File: src/rtl/mxf_pkg.sv
package mxf_pkg;

  // Default format: 6-bit exponent, 3-bit narrow fraction, 5-bit wide fraction
  localparam int DEF_EXP_W  = 6;
  localparam int DEF_NMAN_W = 3;
  localparam int DEF_WMAN_W = 5;

  // Strobes handed from the control pipeline to the datapath
  typedef struct packed {
    logic accLoad;     // product replaces the accumulator
    logic narrowFire;  // accumulator is narrowed onto psumOut
  } mxf_strobe_t;

endpackage

File: src/rtl/mxf_lzc.sv
module mxf_lzc #(
  parameter  int WIDTH = 6,
  localparam int CNT_W = $clog2(WIDTH + 1)
) (
  input  logic [WIDTH-1:0] vecIn,
  output logic [CNT_W-1:0] zeroCnt
);

  // Highest set bit wins because the loop runs upward
  always_comb begin
    zeroCnt = CNT_W'(WIDTH);
    for (int i = 0; i < WIDTH; i++) begin
      if (vecIn[i]) zeroCnt = CNT_W'(WIDTH - 1 - i);
    end
  end

endmodule

File: src/rtl/mxf_ctrl.sv
module mxf_ctrl
  import mxf_pkg::*;
(
  input  logic        clk,
  input  logic        rstN,
  input  logic        clrAcc,
  input  logic        lastTerm,
  output mxf_strobe_t strobe
);

  // Stage 1 tracks the operand registers, stage 2 the product register,
  // stage 3 the accumulator register.
  logic clrS1, clrS2;
  logic lastS1, lastS2, lastS3;

  always_ff @(posedge clk or negedge rstN) begin
    if (!rstN) begin
      clrS1  <= 1'b0;
      clrS2  <= 1'b0;
      lastS1 <= 1'b0;
      lastS2 <= 1'b0;
      lastS3 <= 1'b0;
    end else begin
      clrS1  <= clrAcc;
      clrS2  <= clrS1;
      lastS1 <= lastTerm;
      lastS2 <= lastS1;
      lastS3 <= lastS2;
    end
  end

  assign strobe.accLoad    = clrS2;
  assign strobe.narrowFire = lastS3;

endmodule

File: src/rtl/mxf_datapath.sv
module mxf_datapath
  import mxf_pkg::*;
#(
  parameter  int EXP_W  = DEF_EXP_W,
  parameter  int NMAN_W = DEF_NMAN_W,
  parameter  int WMAN_W = DEF_WMAN_W,
  localparam int NW     = 1 + EXP_W + NMAN_W,
  localparam int WW     = 1 + EXP_W + WMAN_W
) (
  input  logic          clk,
  input  logic          rstN,
  input  logic [NW-1:0] actIn,
  input  logic [NW-1:0] wgtIn,
  input  mxf_strobe_t   strobe,
  output logic [NW-1:0] actOut,
  output logic [NW-1:0] wgtOut,
  output logic [NW-1:0] psumOut,
  output logic          psumValid
);

  localparam int BIAS   = (2 ** (EXP_W - 1)) - 1;
  localparam int EMAX   = (2 ** EXP_W) - 1;
  localparam int PSIG_W = 2 * (NMAN_W + 1);
  localparam int SIG_W  = WMAN_W + 1;
  localparam int ASIG_W = WMAN_W + 2;
  localparam int XE_W   = EXP_W + 3;
  localparam int DROP   = WMAN_W - NMAN_W;
  localparam int LZ_W   = $clog2(SIG_W + 1);
  localparam logic signed [XE_W-1:0] EMAX_S = XE_W'(EMAX);
  localparam logic signed [XE_W-1:0] ONE_S  = XE_W'(1);

  // ---------------- registers ----------------
  logic [NW-1:0] actQ, wgtQ;
  logic [WW-1:0] prodQ, accQ;
  logic [NW-1:0] psumQ;
  logic          psumValidQ;
  logic [1:0]    warmCnt;

  // ---------------- multiply ----------------
  logic              aSign, pSign;
  logic [EXP_W-1:0]  aExp, wExp;
  logic [PSIG_W-1:0] prodSig, prodNorm;
  logic              prodTop;
  logic signed [XE_W-1:0] prodExp;
  logic [WMAN_W-1:0] prodFrac;
  logic [WW-1:0]     prodWord;
  logic              unusedProdBits;

  assign aSign = actQ[NW-1];
  assign aExp  = actQ[NW-2 -: EXP_W];
  assign wExp  = wgtQ[NW-2 -: EXP_W];

  always_comb begin
    pSign    = aSign ^ wgtQ[NW-1];
    prodSig  = PSIG_W'({1'b1, actQ[NMAN_W-1:0]}) * PSIG_W'({1'b1, wgtQ[NMAN_W-1:0]});
    prodTop  = prodSig[PSIG_W-1];
    prodNorm = prodTop ? prodSig : (prodSig << 1);
    prodFrac = prodNorm[PSIG_W-2 -: WMAN_W];
    prodExp  = XE_W'(aExp) + XE_W'(wExp) - XE_W'(BIAS) + XE_W'(prodTop);
    if (aExp == '0 || wExp == '0 || prodExp < ONE_S) begin
      prodWord = '0;
    end else if (prodExp > EMAX_S) begin
      prodWord = {pSign, {EXP_W{1'b1}}, {WMAN_W{1'b1}}};
    end else begin
      prodWord = {pSign, prodExp[EXP_W-1:0], prodFrac};
    end
  end

  assign unusedProdBits = ^{prodNorm[PSIG_W-1], prodNorm[PSIG_W-2-WMAN_W:0]};

  // ---------------- align and add ----------------
  logic              accBig, effSub;
  logic [WW-1:0]     bigW, smlW;
  logic [EXP_W-1:0]  bigE, smlE, expDiff;
  logic [SIG_W-1:0]  bigSig, smlSig, smlAln;
  logic [ASIG_W-1:0] rawSum;
  logic [LZ_W-1:0]   lzCnt;
  logic [SIG_W-1:0]  normSh;
  logic signed [XE_W-1:0] sumExp;
  logic [WMAN_W-1:0] sumFrac;
  logic [WW-1:0]     sumWord;
  logic              unusedNormBit;

  always_comb begin
    accBig  = accQ[WW-2:0] >= prodQ[WW-2:0];
    bigW    = accBig ? accQ : prodQ;
    smlW    = accBig ? prodQ : accQ;
    bigE    = bigW[WW-2 -: EXP_W];
    smlE    = smlW[WW-2 -: EXP_W];
    bigSig  = (bigE == '0) ? '0 : {1'b1, bigW[WMAN_W-1:0]};
    smlSig  = (smlE == '0) ? '0 : {1'b1, smlW[WMAN_W-1:0]};
    expDiff = bigE - smlE;
    smlAln  = smlSig >> expDiff;
    effSub  = bigW[WW-1] ^ smlW[WW-1];
    rawSum  = effSub ? (ASIG_W'(bigSig) - ASIG_W'(smlAln))
                     : (ASIG_W'(bigSig) + ASIG_W'(smlAln));
  end

  mxf_lzc #(.WIDTH(SIG_W)) u_lzc (
    .vecIn  (rawSum[SIG_W-1:0]),
    .zeroCnt(lzCnt)
  );

  always_comb begin
    normSh = rawSum[SIG_W-1:0] << lzCnt;
    if (rawSum[ASIG_W-1]) begin
      sumExp  = XE_W'(bigE) + ONE_S;
      sumFrac = rawSum[WMAN_W:1];
    end else begin
      sumExp  = XE_W'(bigE) - XE_W'(lzCnt);
      sumFrac = normSh[WMAN_W-1:0];
    end
    if (rawSum == '0 || sumExp < ONE_S) begin
      sumWord = '0;
    end else if (sumExp > EMAX_S) begin
      sumWord = {bigW[WW-1], {EXP_W{1'b1}}, {WMAN_W{1'b1}}};
    end else begin
      sumWord = {bigW[WW-1], sumExp[EXP_W-1:0], sumFrac};
    end
  end

  assign unusedNormBit = normSh[SIG_W-1];

  // ---------------- narrowing ----------------
  logic [EXP_W-1:0]  accE;
  logic [NMAN_W-1:0] keepBits;
  logic              rndBit, stickyBit, roundUp;
  logic [NMAN_W:0]   keepInc;
  logic signed [XE_W-1:0] nExp;
  logic [NW-1:0]     narrowWord;

  assign accE     = accQ[WW-2 -: EXP_W];
  assign keepBits = accQ[WMAN_W-1 -: NMAN_W];
  assign rndBit   = accQ[DROP-1];

  generate
    if (DROP >= 2) begin : g_sticky
      assign stickyBit = |accQ[DROP-2:0];
    end else begin : g_nosticky
      assign stickyBit = 1'b0;
    end
  endgenerate

  always_comb begin
    roundUp = rndBit & (stickyBit | keepBits[0]);
    keepInc = {1'b0, keepBits} + {{NMAN_W{1'b0}}, roundUp};
    nExp    = XE_W'(accE) + XE_W'(keepInc[NMAN_W]);
    if (accE == '0) begin
      narrowWord = '0;
    end else if (nExp > EMAX_S) begin
      narrowWord = {accQ[WW-1], {EXP_W{1'b1}}, {NMAN_W{1'b1}}};
    end else begin
      narrowWord = {accQ[WW-1], nExp[EXP_W-1:0], keepInc[NMAN_W-1:0]};
    end
  end

  // ---------------- state ----------------
  always_ff @(posedge clk or negedge rstN) begin
    if (!rstN) begin
      actQ       <= '0;
      wgtQ       <= '0;
      prodQ      <= '0;
      accQ       <= '0;
      psumQ      <= '0;
      psumValidQ <= 1'b0;
      warmCnt    <= '0;
    end else begin
      actQ       <= actIn;
      wgtQ       <= wgtIn;
      prodQ      <= prodWord;
      accQ       <= strobe.accLoad ? prodQ : sumWord;
      if (strobe.narrowFire) psumQ <= narrowWord;
      psumValidQ <= strobe.narrowFire;
      if (warmCnt != 2'd3) warmCnt <= warmCnt + 2'd1;
    end
  end

  assign actOut    = actQ;
  assign wgtOut    = wgtQ;
  assign psumOut   = psumQ;
  assign psumValid = psumValidQ;

  // ---------------- assertions ----------------
  p_fwd_r1: assert property (@(posedge clk) disable iff (!rstN)
    (warmCnt != 2'd0) |-> (actOut == $past(actIn) && wgtOut == $past(wgtIn)));

  p_acc_zero_canon_r6: assert property (@(posedge clk) disable iff (!rstN)
    (accQ[WW-2 -: EXP_W] == '0) |-> (accQ == '0));

  p_psum_zero_canon_r6: assert property (@(posedge clk) disable iff (!rstN)
    (psumValid && psumOut[NW-2 -: EXP_W] == '0) |-> (psumOut == '0));

  p_add_zero_r5: assert property (@(posedge clk) disable iff (!rstN)
    (!strobe.accLoad && prodQ == '0) |=> (accQ == $past(accQ)));

  p_sat_hold_r7: assert property (@(posedge clk) disable iff (!rstN)
    (!strobe.accLoad && accQ[WW-2:0] == {WW-1{1'b1}} && prodQ[WW-1] == accQ[WW-1])
      |=> (accQ == $past(accQ)));

  p_psum_hold_r9: assert property (@(posedge clk) disable iff (!rstN)
    (!strobe.narrowFire) |=> $stable(psumOut));

endmodule

File: src/rtl/mxf_pe.sv
module mxf_pe
  import mxf_pkg::*;
#(
  parameter  int EXP_W  = DEF_EXP_W,
  parameter  int NMAN_W = DEF_NMAN_W,
  parameter  int WMAN_W = DEF_WMAN_W,
  localparam int NW     = 1 + EXP_W + NMAN_W
) (
  input  logic          clk,
  input  logic          rstN,
  input  logic [NW-1:0] actIn,
  input  logic [NW-1:0] wgtIn,
  input  logic          clrAcc,
  input  logic          lastTerm,
  output logic [NW-1:0] actOut,
  output logic [NW-1:0] wgtOut,
  output logic [NW-1:0] psumOut,
  output logic          psumValid
);

  mxf_strobe_t strobe;

  mxf_ctrl u_ctrl (
    .clk     (clk),
    .rstN    (rstN),
    .clrAcc  (clrAcc),
    .lastTerm(lastTerm),
    .strobe  (strobe)
  );

  mxf_datapath #(
    .EXP_W (EXP_W),
    .NMAN_W(NMAN_W),
    .WMAN_W(WMAN_W)
  ) u_dp (
    .clk      (clk),
    .rstN     (rstN),
    .actIn    (actIn),
    .wgtIn    (wgtIn),
    .strobe   (strobe),
    .actOut   (actOut),
    .wgtOut   (wgtOut),
    .psumOut  (psumOut),
    .psumValid(psumValid)
  );

  // End-to-end latency of the result strobe
  logic [2:0] warmCnt;
  always_ff @(posedge clk or negedge rstN) begin
    if (!rstN) warmCnt <= '0;
    else if (warmCnt != 3'd4) warmCnt <= warmCnt + 3'd1;
  end

  p_valid_latency_r9: assert property (@(posedge clk) disable iff (!rstN)
    (warmCnt == 3'd4) |-> (psumValid == $past(lastTerm, 4)));

endmodule

File: config.mk
export PLATFORM = sky130hd
export DESIGN_NAME = mxf_pe
export DESIGN_NICKNAME = d
export VERILOG_FILES = /design/src/rtl/mxf_pkg.sv /design/src/rtl/mxf_lzc.sv /design/src/rtl/mxf_ctrl.sv /design/src/rtl/mxf_datapath.sv /design/src/rtl/mxf_pe.sv
export SDC_FILE = /design/constraint.sdc
export NUM_CORES = 1
export LEC_CHECK = 0
export CAP_MARGIN = 0
export CORE_MARGIN = 2
export CORE_UTILIZATION = 49
export CTS_CLUSTER_DIAMETER = 30
export DETAILED_ROUTE_END_ITERATION = 16
export GPL_TIMING_DRIVEN = 1
export MAX_ROUTING_LAYER = met4
export PLACE_DENSITY = 0.71
export SYNTH_ARGS = -nofsm -noshare
export SYNTH_HDL_FRONTEND = slang
export SYNTH_SLANG_ARGS = --single-unit
File: constraint.sdc
create_clock -name clk -period 9.85 [get_ports clk]
set_clock_uncertainty 0.1 [all_clocks]
set_input_delay 1.97 -clock clk [delete_from_list [all_inputs] [get_ports clk]]
set_output_delay 1.97 -clock clk [all_outputs]
set_load 0.02 [all_outputs]
# Word level (Yosys, flattened, before mapping)
# Cells that the tools add are included.
[word_totals]
reg_bits = 60
input_bits = 24
out_inout_bits = 31
[op_classes]
addsub = 10
multipliers = 1
magnitude_cmp = 6
shifts = 2
mux = 21
n_bitwise = 4
reduce_logical = 9
[ops]
columns = ["operator", "count"]
rows = [
  ["$mux W12", 5],
  ["$logic_not A6 Y1", 5],
  ["$gt A9 B7 Y1 const B", 3],
  ["$mux W11", 2],
  ["$lt A9 B2 Y1 const B", 2],
  ["$mux W9", 2],
  ["$mux W3", 5],
  ["$add A6 B6 Y7", 2],
  ["$mux W7", 2],
  ["$mux W6", 2],
  ["$ge A11 B11 Y1", 1],
  ["$mux W10", 1],
  ["$add A9 B1 Y9", 1],
  ["$sub A9 B5 Y9 const B", 1],
  ["$mul A4 B4 Y8", 1],
  ["$add A6 B1 Y7", 1],
  ["$add A6 B1 Y7 const B", 1],
  ["$logic_not A7 Y1", 1],
  ["$sub A6 B3 Y7", 1],
  ["$sub A6 B6 Y7", 1],
  ["$shl A6 B3 Y5", 1],
  ["$shr A6 B6 Y6", 1],
  ["$sub A6 B6 Y6", 1],
  ["$mux W5", 1],
  ["other kinds (6)", 9],
]

# Longest topological paths before layout
# Gate-level depths: netlist of run 1.
[logic_depth]
depth_word = 19
ltp_mapped = 40
ltp_nobuf = 35

# Cells and area by module
# From an unflattened synthesis of run 1, not the netlist that was laid out.
[hier_totals]
cells_unflattened = 577
hier_area_um2 = 5215.0
[by_module_without_submodules]
columns = ["module", "n_inst", "cells_each", "area_per_inst_um2", "seq_area_each_um2"]
rows = [
  ["mxf_datapath", 1, 562, 5023.6, 1376.3],
  ["mxf_ctrl", 1, 7, 140.1, 125.1],
  ["mxf_lzc", 1, 8, 51.3, 0.0],
]

# Least setup slack after synthesis of run 1
# No wires, ideal clock.
[synth_path]
kind = "flip-flop to flip-flop"
startpoint = "register u_dp.prodQ[6]"
endpoint = "register u_dp.accQ[1]"
t_arrival_ns = 7.434
path_slack_ns = 2.213
stages_incl_launch_ff = 40
n_path_buf = 5
synth_period_minus_slack_ns = 7.637
cell_sequence = "dfrtp_1 clkbuf_1 inv_1 ha_1 nand4_1 nor2_1 a21o_4 nor2_1 buf_2 clkbuf_1 mux2i_1 ha_1 nor2_1 nand3_1 o311ai_0 nor4_4 and2b_1 a211oi_1 [4 not listed] ha_1 a21o_1 a21o_1 a21o_1 a21oi_1 xnor2_1 clkbuf_1 nor2_1 ha_1 inv_1 fa_1 a21oi_1 xnor2_1 o22ai_1 a21oi_1 o21ai_2 buf_6 o41ai_2"
[synth_between]
elab_chain_cells = 19
[synth_rtl]
columns = ["item", "line_no", "source"]
rows = [
  ["start: declaration", "mxf_datapath.sv:34", "logic [WW-1:0] prodQ, accQ;"],
  ["start signal: assignment", "mxf_datapath.sv:170", "prodQ <= prodWord;"],
  ["branches (longest 17 deep; another with $ge A11 B11 Y1)", "n/a", ""],
  ["$mux W12 *", "mxf_datapath.sv:113", "if (rawSum == '0 || sumExp < ONE_S) begin"],
  ["$mux W12 *", "mxf_datapath.sv:171", "accQ <= strobe.accLoad ? prodQ : sumWord;"],
  ["end signal: assignment", "mxf_datapath.sv:171", ""],
  ["end: declaration", "mxf_datapath.sv:34", ""],
]
# Every way passes the cells marked *.
# A chain may end at the register's enable or synchronous reset.

# Final worst setup path of run 1
[layout_path]
startpoint = "register u_dp.prodQ[7]"
endpoint = "register u_dp.accQ[4]"
# Same word-level chain as after synthesis.

==> results of run 1 <==
[placed cells by master, fill, tap and decap left out, types with 4 or more instances in the layout]
cell | Yosys | layout
sky130_fd_sc_hd__a21o_1 | 16 | 16
sky130_fd_sc_hd__mux4_2 | 5 | 5
sky130_fd_sc_hd__nand2_1 | 56 | 56
sky130_fd_sc_hd__inv_1 | 55 | 55
sky130_fd_sc_hd__a21oi_1 | 52 | 52
sky130_fd_sc_hd__nand4_1 | 4 | 4
sky130_fd_sc_hd__mux2i_1 | 10 | 10
sky130_fd_sc_hd__o21ai_0 | 26 | 26
sky130_fd_sc_hd__ha_1 | 46 | 46
sky130_fd_sc_hd__a211oi_1 | 5 | 5
sky130_fd_sc_hd__fa_1 | 8 | 8
sky130_fd_sc_hd__o41ai_2 | 7 | 7
sky130_fd_sc_hd__and2_1 | 12 | 12
sky130_fd_sc_hd__xor2_1 | 10 | 10
sky130_fd_sc_hd__o21a_1 | 4 | 4
sky130_fd_sc_hd__nor2b_1 | 6 | 6
sky130_fd_sc_hd__xnor2_1 | 23 | 23
sky130_fd_sc_hd__clkbuf_8 | 0 | 9
sky130_fd_sc_hd__nor2_1 | 42 | 42
sky130_fd_sc_hd__nand2b_1 | 8 | 8
sky130_fd_sc_hd__clkdlybuf4s50_1 | 0 | 53
sky130_fd_sc_hd__o211ai_1 | 11 | 11
sky130_fd_sc_hd__and3_1 | 6 | 6
sky130_fd_sc_hd__nor4_1 | 5 | 5
sky130_fd_sc_hd__dfrtp_1 | 60 | 60
sky130_fd_sc_hd__nor3_1 | 20 | 20
sky130_fd_sc_hd__nand3_1 | 15 | 15
[final cells by class]
class | instances | area, sq um
Clock inverter | 7 | 76.3
Clock buffer | 9 | 124
Tap cell | 136 | 170
Multi-Input combinational cell | 458 | 3390
Inverter | 55 | 206
Timing Repair Buffer | 57 | 558
Sequential cell | 60 | 1500
Fill cell | 895 | 4300
[logic make-up (layout without fill, tap and decap cells)]
logic type / Yosys count / in the layout
AOI/OAI and AO/OA: 163 / 163
buffers and inverters: 79 / 128
muxes: 19 / 19
xor gates and xnor gates: 33 / 33
adders and majority gates: 54 / 54
and+or+nand+nor: 189 / 189
DFF: 60 / 60
[Yosys cell counts, types with 3 or more instances]
cell,instances,area [sq um]
sky130_fd_sc_hd__o21ai_0,26,130
sky130_fd_sc_hd__xnor2_1,23,201
sky130_fd_sc_hd__or2_2,3,18.8
sky130_fd_sc_hd__nand4_1,4,25.0
sky130_fd_sc_hd__nor4_1,5,31.3
sky130_fd_sc_hd__a21o_1,16,120
sky130_fd_sc_hd__nor2b_1,6,37.5
sky130_fd_sc_hd__mux2i_1,10,100
sky130_fd_sc_hd__nor2_1,42,158
sky130_fd_sc_hd__ha_1,46,576
sky130_fd_sc_hd__a211oi_1,5,37.5
sky130_fd_sc_hd__clkbuf_1,16,60.1
sky130_fd_sc_hd__and2_1,12,75.1
sky130_fd_sc_hd__nor3b_1,3,22.5
sky130_fd_sc_hd__o21a_1,4,30.0
sky130_fd_sc_hd__inv_1,55,206
sky130_fd_sc_hd__and3_1,6,37.5
sky130_fd_sc_hd__xor2_1,10,87.6
sky130_fd_sc_hd__o21bai_1,3,22.5
sky130_fd_sc_hd__nand3_1,15,75.1
sky130_fd_sc_hd__nand2b_1,8,50.1
sky130_fd_sc_hd__o22ai_1,3,18.8
sky130_fd_sc_hd__nor3_1,20,100
sky130_fd_sc_hd__mux4_2,5,113
sky130_fd_sc_hd__dfrtp_1,60,1500
sky130_fd_sc_hd__buf_6,3,33.8
sky130_fd_sc_hd__a21oi_1,52,260
sky130_fd_sc_hd__buf_2,4,20.0
sky130_fd_sc_hd__o211ai_1,11,82.6
sky130_fd_sc_hd__o31ai_1,3,22.5
sky130_fd_sc_hd__o221ai_1,3,26.3
sky130_fd_sc_hd__fa_1,8,160
sky130_fd_sc_hd__o41ai_2,7,114
sky130_fd_sc_hd__nand2_1,56,210
[stage by stage]
step / util / cells / setup slack (ns) / hold WS, ns
final: 0.583 / 782 / 1.46 / 0.251
after global routing: 0.583 / 782 / 0.767 / 0.276
after CTS: 0.583 / 782 / 1.51 / 0.252
after detailed placement: 0.564 / 766 / 1.57 / 0.235
after global placement: 0.564 / 766 / 1.98 / 0.234
after floorplan: - / 597 / 2.21 / 0.231
[layer usage]
layer,vias up,global-route usage,share of wire
met5,-,-,0
met4,0,0.0974,0.026
met3,32,0.0474,0.072
met2,199,0.387,0.46
met1,2160,0.309,0.44
li1,2217,-,-
[registers in the layout, summed over array words and instances (netlist names)]
name and flops:
u_ctrl.clrS1 1, u_ctrl.clrS2 1, u_ctrl.lastS1 1, u_ctrl.lastS2 1
u_ctrl.lastS3 1, u_dp.accQ 12, u_dp.actOut 10, u_dp.prodQ 12
u_dp.psumOut 10, u_dp.psumValid 1, u_dp.wgtOut 10
[final timing paths]
check	slack, ns	endpoint
min in group asynchronous	1.67	u_dp.wgtOut[4]$_DFF_PN0_
max in group asynchronous	7.49	u_dp.prodQ[2]$_DFF_PN0_
worst min register to register	0.25	u_ctrl.lastS3$_DFF_PN0_
worst max register to register	1.46	u_dp.accQ[4]$_DFF_PN0_
worst max-delay path	1.46	u_dp.accQ[4]$_DFF_PN0_
worst min-delay path	0.25	u_ctrl.lastS3$_DFF_PN0_
[critical path: cells and delay by family (launching register included)]
family          cells  cell delay [ns]
flops               1             0.52
mux                 1             0.17
compound gates     12             2.79
simple gates       11             1.91
buf+inv             2             0.18
fa+ha+maj           6             1.89
xor+xnor            1             0.64
==> run summary, run 1 <==
Of the total synthesized cell area, the portion taken by full adders, half adders and majority gates is 0.141. The hold path depth is 0. The number of maximum-capacitance violations is 0.

The maximum number of pins on one net before global-route repair is 61. The most numerous cell type found on the critical path is sky130_fd_sc_hd__ha_1. The latest clock arrival within the worst-skew pair is 0.34 ns.

The die height is 107 um. The placed instance area is 0.00582 sq mm. The share of synthesized area spent on multiplexers is 0.0502. The number of synthesized register bits is 60. The number of antenna violations at the first check in global routing is 0. After detailed routing, the number of remaining DRC violations is 0. The area growth from synthesis to layout is 15.6%. Of all nets on the critical path, the largest fanout is 11. The remaining antenna violation count is 0. The number of DRC markers in iteration 0 is 330.

Setup repair after global routing left no endpoint under its margin. For this design, the sink count on the clock tree is 60. The total via count after detailed routing is 4608. The synthesized netlist net count is 675. The number of enable-type register cells in the synthesized netlist came out at 0.

The number of port buffers came out at 54. The sequential-to-total area share from yosys stat is 0.288. The initial cell density of the core is 0.505. The core region area came out at 0.0103 sq mm. The setup fix buffers added after clock tree synthesis came out at 0.

The kind of start point of the critical path is a flip-flop. After detailed routing, the number of vias per cell comes to 5.89. Setup violations remaining at the end of the flow were counted as 0. The worst-case reg-to-reg path depth came out at 33. The number of buffers added to fix hold violations after cts came out at 0. The synthesized-area fraction occupied by ao, oa, aoi and oai cells is 0.225.

The final-report hold violation count came out at 0. STA classifies the critical path endpoint as a flip-flop. The net count of the finished layout came out at 719. The instance count of the mapped netlist is 597. The total non-filler cell area in the finished layout is 0.00602 sq mm. The first-pass iteration count of the detailed router is 5. The number of global-route vias before repair came to 4492. The total die area came out at 0.0115 sq mm. The fraction of layout cells with a size suffix above 1 came out at 0.0774. The critical path in this run is classified as reg -> reg.

The wire length of the first global-routing pass came out at 21500 um. The detailed placement HPWL is 9800 um. The share of async-settable or async-resettable flops after synthesis came out at 1.00.

The horizontal extent of the die came out at 107 um. Routability-driven placement finished with a final weighted congestion of 1.10. For this run, the total global-route usage over all layers was measured as 0.244. Global routing finished with a remaining overflow of 0. The final critical-path share of the clock period is 0.852.

The worst hold path begins at u_ctrl.lastS2$_DFF_PN0_. The maximum operating frequency is 119 MHz. The clock tree synthesis step divided the H-tree into 3 levels. The mean area per synthesized cell is 8.73 sq um. By area, the combinational part of the netlist is dominated by compound AO/OA/AOI/OAI gates.

The run finished with clean final reports. The clock-pin slew on the worst setup and hold paths is 0.08 ns. After synthesis, the netlist uses 68 different library cells. The XOR/XNOR share of the synthesized area came out at 0.0555. The clock tree from TritonCTS is built.

The relative slew slack came out at 0.362. The required time of the critical path is 9.92 ns. The deepest clock path buffer count came out at 2.

The number of buffers inserted during clock tree synthesis came out at 9. The clock period minus final worst setup slack is 8.39 ns. The startpoint identified for the worst register-to-register timing path is u_dp.prodQ[7]$_DFF_PN0_. The mean routed wirelength per cell is 16.7 um. The number of ports placed on the die boundary is 55. The warning count from the yosys run is 0. In this run the core area contains 37 standard-cell rows. The max-slew violation count came to 0. The slowest stage of the critical path is the sky130_fd_sc_hd__xnor2_1 cell.

The transition time at the pin with the least slew margin came out at 0.950 ns. The summed instance area of the synthesized netlist is 0.00521 sq mm. For the final routed database, the setup TNS stands at 0 ns. The post-cts repair resize count is 0. Tracing the worst setup path back leads to its startpoint at u_dp.prodQ[7]$_DFF_PN0_. The tightest min-delay check is of the reg -> reg type. The data arrival time of the critical path came out at 8.46 ns. The flip-flop cell with the highest count after synthesis is sky130_fd_sc_hd__dfrtp_1.

The total wire length after detailed routing came out at 13000 um. The synthesized-area fraction occupied by and/or/nand/nor cells came out at 0.178. The largest stage delay on the critical path came out at 0.64 ns. The number of diodes added for antenna fixing is 0. The cell at the root of the clock tree is sky130_fd_sc_hd__clkbuf_8.
Power of run 1 is not shown: default switching activity piles up to over one toggle a cycle in this logic, so the estimate is an artifact.
==> inputs of run 2 (changes only) <==
--- a/config.mk
+++ b/config.mk
@@ -12,7 +12,7 @@
 export DETAILED_ROUTE_END_ITERATION = 16
 export GPL_TIMING_DRIVEN = 1
 export MAX_ROUTING_LAYER = met4
-export PLACE_DENSITY = 0.71
+export PLACE_DENSITY = 0.82
 export SYNTH_ARGS = -nofsm -noshare
 export SYNTH_HDL_FRONTEND = slang
 export SYNTH_SLANG_ARGS = --single-unit
==> run summary, run 2 (synthesized netlist as in run 1, its figures left out) <==
The run finished with clean final reports. The initial cell density of the core is 0.505 (unchanged). The H-tree depth is 3 (unchanged). The library cells used most frequently in the layout, excluding fill and tap cells, are sky130_fd_sc_hd__dfrtp_1, sky130_fd_sc_hd__nand2_1, sky130_fd_sc_hd__inv_1. The vias per cell is 5.96 (+1.1%). The largest stage delay on the critical path was 0.61 ns (-0.03 ns). The maximum number of pins on one net before global-route repair is 61 (unchanged). The maximum operating frequency came out at 122 MHz (+2.0%). The setup fix buffers added after clock tree synthesis is 0 (unchanged). The clock period minus final worst setup slack came out at 8.23 ns (-0.162 ns). The final weighted congestion in routability-driven placement came out at 1.03 (-6.6%).

The clock-pin slew on the worst setup and hold paths came to 0.07 ns (about the same). The area of combinational cells with multiple inputs is 0.00339 sq mm (unchanged). The final critical-path share of the clock period came out at 0.835 (-0.0164). The routed metal-1 wire length came to 5690 um (-0.33%). The peak fanout along the critical path came out at 11 (unchanged).

The number of port buffers is 54 (unchanged). The layout filler cell count is 872 (-2.6%). The number of antenna violations at the first check in global routing is 0 (unchanged). The worst setup path is captured at a flip-flop. The number of design rule violations left after detail routing is 0 (unchanged). The deepest clock path buffer count came out at 2 (unchanged). The worst reg-to-reg setup slack was 1.62 ns (+0.16 ns). The number of diodes added for antenna fixing is 0 (unchanged). The clock tree from TritonCTS is built. The largest registers in the layout are u_dp.accQ x12, u_dp.prodQ x12. The die height came to 107 um (unchanged).

The slowest stage of the critical path belongs to the cell sky130_fd_sc_hd__xnor2_1. The most used cell along the critical path is sky130_fd_sc_hd__ha_1. The net count of the finished layout is 719 (unchanged). The area growth from synthesis to layout came out at 16.0%. The number of setup violations in the final report came out at 0 (unchanged).

The number of buffers inserted during clock tree synthesis came out at 9 (unchanged). The overall fraction of global-route tracks in use is 0.261 (+0.0170). The data arrival time of the critical path came out at 8.31 ns (-0.15 ns). The relative slew slack is 0.396 (+0.0337).

The number of DRC markers in iteration 0 is 327 (-0.91%). The final-report hold violation count came out at 0 (unchanged). The first-pass iteration count of the detailed router came out at 5 (unchanged). The detailed router used layers up to and including met4.

The number of placement rows was 37 (unchanged). The number of global-route vias before repair is 4802 (+6.9%). The worst setup path is launched from a flip-flop. The CTS sink count is 60 (unchanged). The total wire length after detailed routing came out at 13900 um (+6.4%). The fraction of layout cells with a size suffix above 1 came out at 0.0760 (-0.00143). The required time of the critical path came to 9.93 ns (about the same). The min-delay analysis places its worst path in the category reg -> reg. The mean routed wirelength per cell came to 17.7 um (+6.6%). The total length of routed met2 wires came out at 6600 um (+9.4%).

The remaining antenna violation count is 0 (unchanged). The max-slew violation count is 0 (unchanged). The wire length of the first global-routing pass was 23000 um (+7.1%).

The horizontal extent of the die is 107 um (unchanged). The area occupied by registers is 0.00150 sq mm (unchanged). The root buffer cell chosen for the clock tree is sky130_fd_sc_hd__clkbuf_8. The setup TNS came out at 0 ns (unchanged). The number of ports placed on the die boundary came out at 55 (unchanged). The number of buffers added to fix hold violations after cts was 0 (unchanged). The total via count after detailed routing was 4654 (+1.0%). The detailed placement HPWL came out at 10400 um (+6.3%).

The number of maximum-capacitance violations came out at 0 (unchanged). The most common cell after layout, fill and taps aside is sky130_fd_sc_hd__dfrtp_1. The post-cts repair resize count is 0 (unchanged). The core region area is 0.0103 sq mm (unchanged). The routed length on met3 is 1010 um (+8.2%). The latest clock arrival within the worst-skew pair is 0.34 ns (about the same). The leftover overflow at the end of global routing came out at 0 (unchanged).

Setup repair after global routing left no endpoint under its margin. The total die area came out at 0.0115 sq mm (unchanged). The category of the critical setup timing path is reg -> reg. The transition time at the pin with the least slew margin came out at 0.900 ns (-0.0501 ns).
run 2: cell types whose count changed in the layout (fill, tap and decap cells not counted):
cell and delta:
sky130_fd_sc_hd__bufinv_16 +1, sky130_fd_sc_hd__clkbuf_8 +2, sky130_fd_sc_hd__clkinv_4 -2, sky130_fd_sc_hd__clkinvlp_4 -1, sky130_fd_sc_hd__inv_6 -1
run 2: area by class of cell:
| type | count | area share |
|---|---|---|
| Timing Repair Buffer | 57 | 0.0923 |
| Multi-Input combinational cell | 458 | 0.560 |
| Inverter | 55 | 0.0341 |
| Sequential cell | 60 | 0.248 |
| Tap cell | 136 | 0.0281 |
| Clock buffer | 11 | 0.0250 |
| Clock inverter | 4 | 0.0120 |
run 2: metrics by stage:
step / instance area (sq um) / cells / util / worst slack (ns) / hold WS (ns)
finish: 6050 / 781 / 0.586 / 1.62 / 0.249
CTS: 6050 / 781 / 0.586 / 1.73 / 0.251
global placement: 5820 / 766 / 0.564 / 1.92 / 0.235
floorplan: 5210 / 597 / - / 2.21 / 0.231
detailed placement: 5820 / 766 / 0.564 / 1.81 / 0.236
global route: 6050 / 781 / 0.586 / 0.825 / 0.264
run 2: path summary, 6_finish.rpt:
check                                         from                        to  depth (start not counted)
setup / recovery           u_dp.prodQ[7]$_DFF_PN0_   u_dp.accQ[11]$_DFF_PN0_                         33
hold / removal              u_ctrl.clrS1$_DFF_PN0_    u_ctrl.clrS2$_DFF_PN0_                          0
setup reg to reg           u_dp.prodQ[7]$_DFF_PN0_   u_dp.accQ[11]$_DFF_PN0_                         33
hold reg to reg             u_ctrl.clrS1$_DFF_PN0_    u_ctrl.clrS2$_DFF_PN0_                          0
max in group asynchronous                     rstN  u_dp.actOut[8]$_DFF_PN0_                          2
min in group asynchronous                     rstN  u_dp.wgtOut[1]$_DFF_PN0_                          2
run 2: critical path: cells and delay by family, from the launching register on:
kind            cells  cell delay, ns
buf+inv             2            0.17
compound gates     12            2.67
flops               1            0.55
simple gates       11            1.91
mux                 1            0.17
xor+xnor            1            0.61
fa+ha+maj           6            1.87
run 2: routing by layer:
metal / track usage / vias up
li1: - / 2215
met4: 0.125 / 0
met5: - / -
met1: 0.318 / 2218
met3: 0.0541 / 45
met2: 0.415 / 176
Power of run 2 is left out for the same reason.
==> inputs of run 3 (changes only) <==
--- a/config.mk
+++ b/config.mk
@@ -12,7 +12,7 @@
 export DETAILED_ROUTE_END_ITERATION = 16
 export GPL_TIMING_DRIVEN = 1
 export MAX_ROUTING_LAYER = met4
-export PLACE_DENSITY = 0.82
+export PLACE_DENSITY = 0.84
 export SYNTH_ARGS = -nofsm -noshare
 export SYNTH_HDL_FRONTEND = slang
 export SYNTH_SLANG_ARGS = --single-unit
==> constraint.sdc (replaced) <==
create_clock -name clk -period 7.55 [get_ports clk]
set_clock_uncertainty 0.1 [all_clocks]
set_input_delay 1.51 -clock clk [delete_from_list [all_inputs] [get_ports clk]]
set_output_delay 1.51 -clock clk [all_outputs]
set_load 0.02 [all_outputs]
==> run summary, run 3 (synthesized netlist as in run 1, its figures left out) <==
The run finished with clean final reports. The data arrival time of the critical path came out at 7.18 ns (-1.13 ns). The final weighted congestion in routability-driven placement came out at 1.00 (-3.1%). The worst setup path is captured at a flip-flop.

In this run the worst setup path begins at u_dp.prodQ[5]$_DFF_PN0_. The routing usage on met3 is 0.0426 (-0.0116). The number of placed instances, taps included is 793 (+3.5%). The global-route met2 utilization came out at 0.438 (+0.0226). The CTS sink count is 60 (unchanged). The transition time at the pin with the least slew margin came out at 0.891 ns (-0.00877 ns). The final-report hold violation count came out at 0 (unchanged).

The mean routed wirelength per cell came out at 17.5 um (-1.5%). The net count of the finished layout came out at 748 (+4.0%). The number of global-route vias before repair came to 4884 (+1.7%). The largest stage delay on the critical path came to 0.39 ns (-0.22 ns). The library cells used most frequently in the layout, excluding fill and tap cells, are sky130_fd_sc_hd__dfrtp_1, sky130_fd_sc_hd__nand2_1, sky130_fd_sc_hd__inv_1, sky130_fd_sc_hd__clkdlybuf4s50_1, sky130_fd_sc_hd__a21oi_1. The horizontal extent of the die is 107 um (unchanged). The layout filler cell count is 845 (-3.1%). The vias per cell is 5.88 (-1.4%). The leftover overflow at the end of global routing is 0 (unchanged).

The H-tree depth is 3 (unchanged). The path class of the lowest-slack min-delay path is reg -> reg. The maximum number of pins on one net before global-route repair is 61 (unchanged). The number of buffers inserted during clock tree synthesis came out at 9 (unchanged). The remaining antenna violation count was 0 (unchanged). The overall fraction of global-route tracks in use came out at 0.266 (+0.00414). The initial cell density of the core is 0.505 (unchanged). The maximum operating frequency came to 142 MHz (+17%). The first-pass iteration count of the detailed router came out at 5 (unchanged). The number of port buffers came to 54 (unchanged). The setup TNS was 0 ns (unchanged).

The required time of the critical path is 7.67 ns (-2.26 ns). The total die area is 0.0115 sq mm (unchanged). The clock tree from TritonCTS is built.

The root buffer cell chosen for the clock tree is sky130_fd_sc_hd__clkbuf_8. The total wire length after detailed routing is 14200 um (+2.3%). The relative slew slack is 0.406 (+0.0102). The clock-pin slew on the worst setup and hold paths is 0.08 ns (about the same). In the final layout, the registers with the most flip-flops are u_dp.accQ x12, u_dp.prodQ x12. The met1 layer usage reported by global route was 0.335 (+0.0169). The final critical-path share of the clock period is 0.935 (+0.0997). The number of maximum-capacitance violations came out at 0 (unchanged). The number of setup violations in the final report is 0 (unchanged).

The detailed placement HPWL is 10800 um (+3.9%). The total via count after detailed routing is 4767 (+2.4%). The clock period minus final worst setup slack is 7.06 ns (-1.17 ns). The die height is 107 um (unchanged). The fraction of layout cells with a size suffix above 1 is 0.136 (+0.0603). The slowest stage of the critical path belongs to the cell sky130_fd_sc_hd__dfrtp_1. From synthesis to final layout, the design area changed by 20.5%. The area of combinational cells with multiple inputs was 0.00344 sq mm (+1.6%). Setup repair after global routing left no endpoint under its margin. The number of diodes added for antenna fixing is 0 (unchanged). The core region area is 0.0103 sq mm (unchanged). The area occupied by registers came to 0.00150 sq mm (+0.17%). The number of placement rows came to 37 (unchanged).

STA classifies the critical path startpoint as a flip-flop. The number of DRC markers in iteration 0 came out at 400 (+22%). The number of ports placed on the die boundary came out at 55 (unchanged).

The deepest clock path buffer count is 2 (unchanged). The worst setup path is of the reg -> reg kind. The peak fanout along the critical path came out at 11 (unchanged). The wire length of the first global-routing pass is 23600 um (+2.4%).

The source of the worst hold timing path is u_ctrl.lastS2$_DFF_PN0_. The startpoint identified for the worst register-to-register timing path is u_dp.prodQ[5]$_DFF_PN0_. The number of antenna violations at the first check in global routing came out at 0 (unchanged). The max-slew violation count is 0 (unchanged). met2 is the most crowded layer. The latest clock arrival within the worst-skew pair is 0.34 ns (about the same). The number of design rule violations left after detail routing is 0 (unchanged). The most common cell after layout, fill and taps aside is sky130_fd_sc_hd__dfrtp_1. The non-filler instance count after layout is 811 (+3.8%).
## run 3: cell count changes in the layout (fill, tap and decap cells not counted), sizes merged
cell,previous run,this run
clkbuf,11,10
bufinv,2,0
inv,55,57
buf,4,33
clkinvlp,1,3
## run 3: final cells by class
| type | count | area share |
|---|---|---|
| timing repair buffer | 86 | 0.124 |
| multi-input combinational | 458 | 0.548 |
| clock inverter | 6 | 0.00777 |
| inverter | 55 | 0.0329 |
| sequential | 60 | 0.240 |
| clock buffer | 10 | 0.0203 |
| tap | 136 | 0.0271 |
## run 3: what timing repair did
action,CTS,global route
endpoints found under the setup margin,0,12
buffers inserted,0,2
hold buffers,0,0
endpoints found under the hold margin,0,0
gates resized for setup,0,16
## run 3: per-layer routing
layer | vias to the layer above | wire [um]
met4 | 0 | 333
li1 | 2268 | -
met3 | 30 | 911
met2 | 179 | 6940
met1 | 2290 | 5990
met5 | - | 0
## run 3: worst max-delay path, delay by kind of cell, from the launching register on
family | cells | cell delay [ns]
compound gates | 13 | 2.38
fa+ha+maj | 6 | 1.71
simple gates | 10 | 1.27
buf+inv | 4 | 0.54
flops | 1 | 0.39
xor+xnor | 2 | 0.30
mux | 1 | 0.22
## run 3: path summary, 6_finish.rpt
check,depth (start not counted),end,slack [ns]
hold / removal,0,u_ctrl.lastS3$_DFF_PN0_,0.25
setup reg to reg,36,u_dp.accQ[4]$_DFF_PN0_,0.49
max in group asynchronous,2,u_dp.accQ[0]$_DFF_PN0_,5.61
setup / recovery,36,u_dp.accQ[4]$_DFF_PN0_,0.49
min in group asynchronous,2,u_dp.actOut[2]$_DFF_PN0_,1.21
hold reg to reg,0,u_ctrl.lastS3$_DFF_PN0_,0.25
## run 3: through the flow
stage          hold slack (ns)  utilization  instance area [sq um]  setup slack, ns
4_1_cts                  0.257        0.601                   6200           0.0464
3_5_place_dp             0.239        0.584                   6030            0.106
5_1_grt                  0.262        0.608                   6280          0.00902
2_1_floorplan            0.231            -                   5220          0.00658
6_report                 0.254        0.608                   6280            0.492
3_3_place_gp             0.236        0.584                   6030            0.422
Power of run 3 is left out for the same reason.
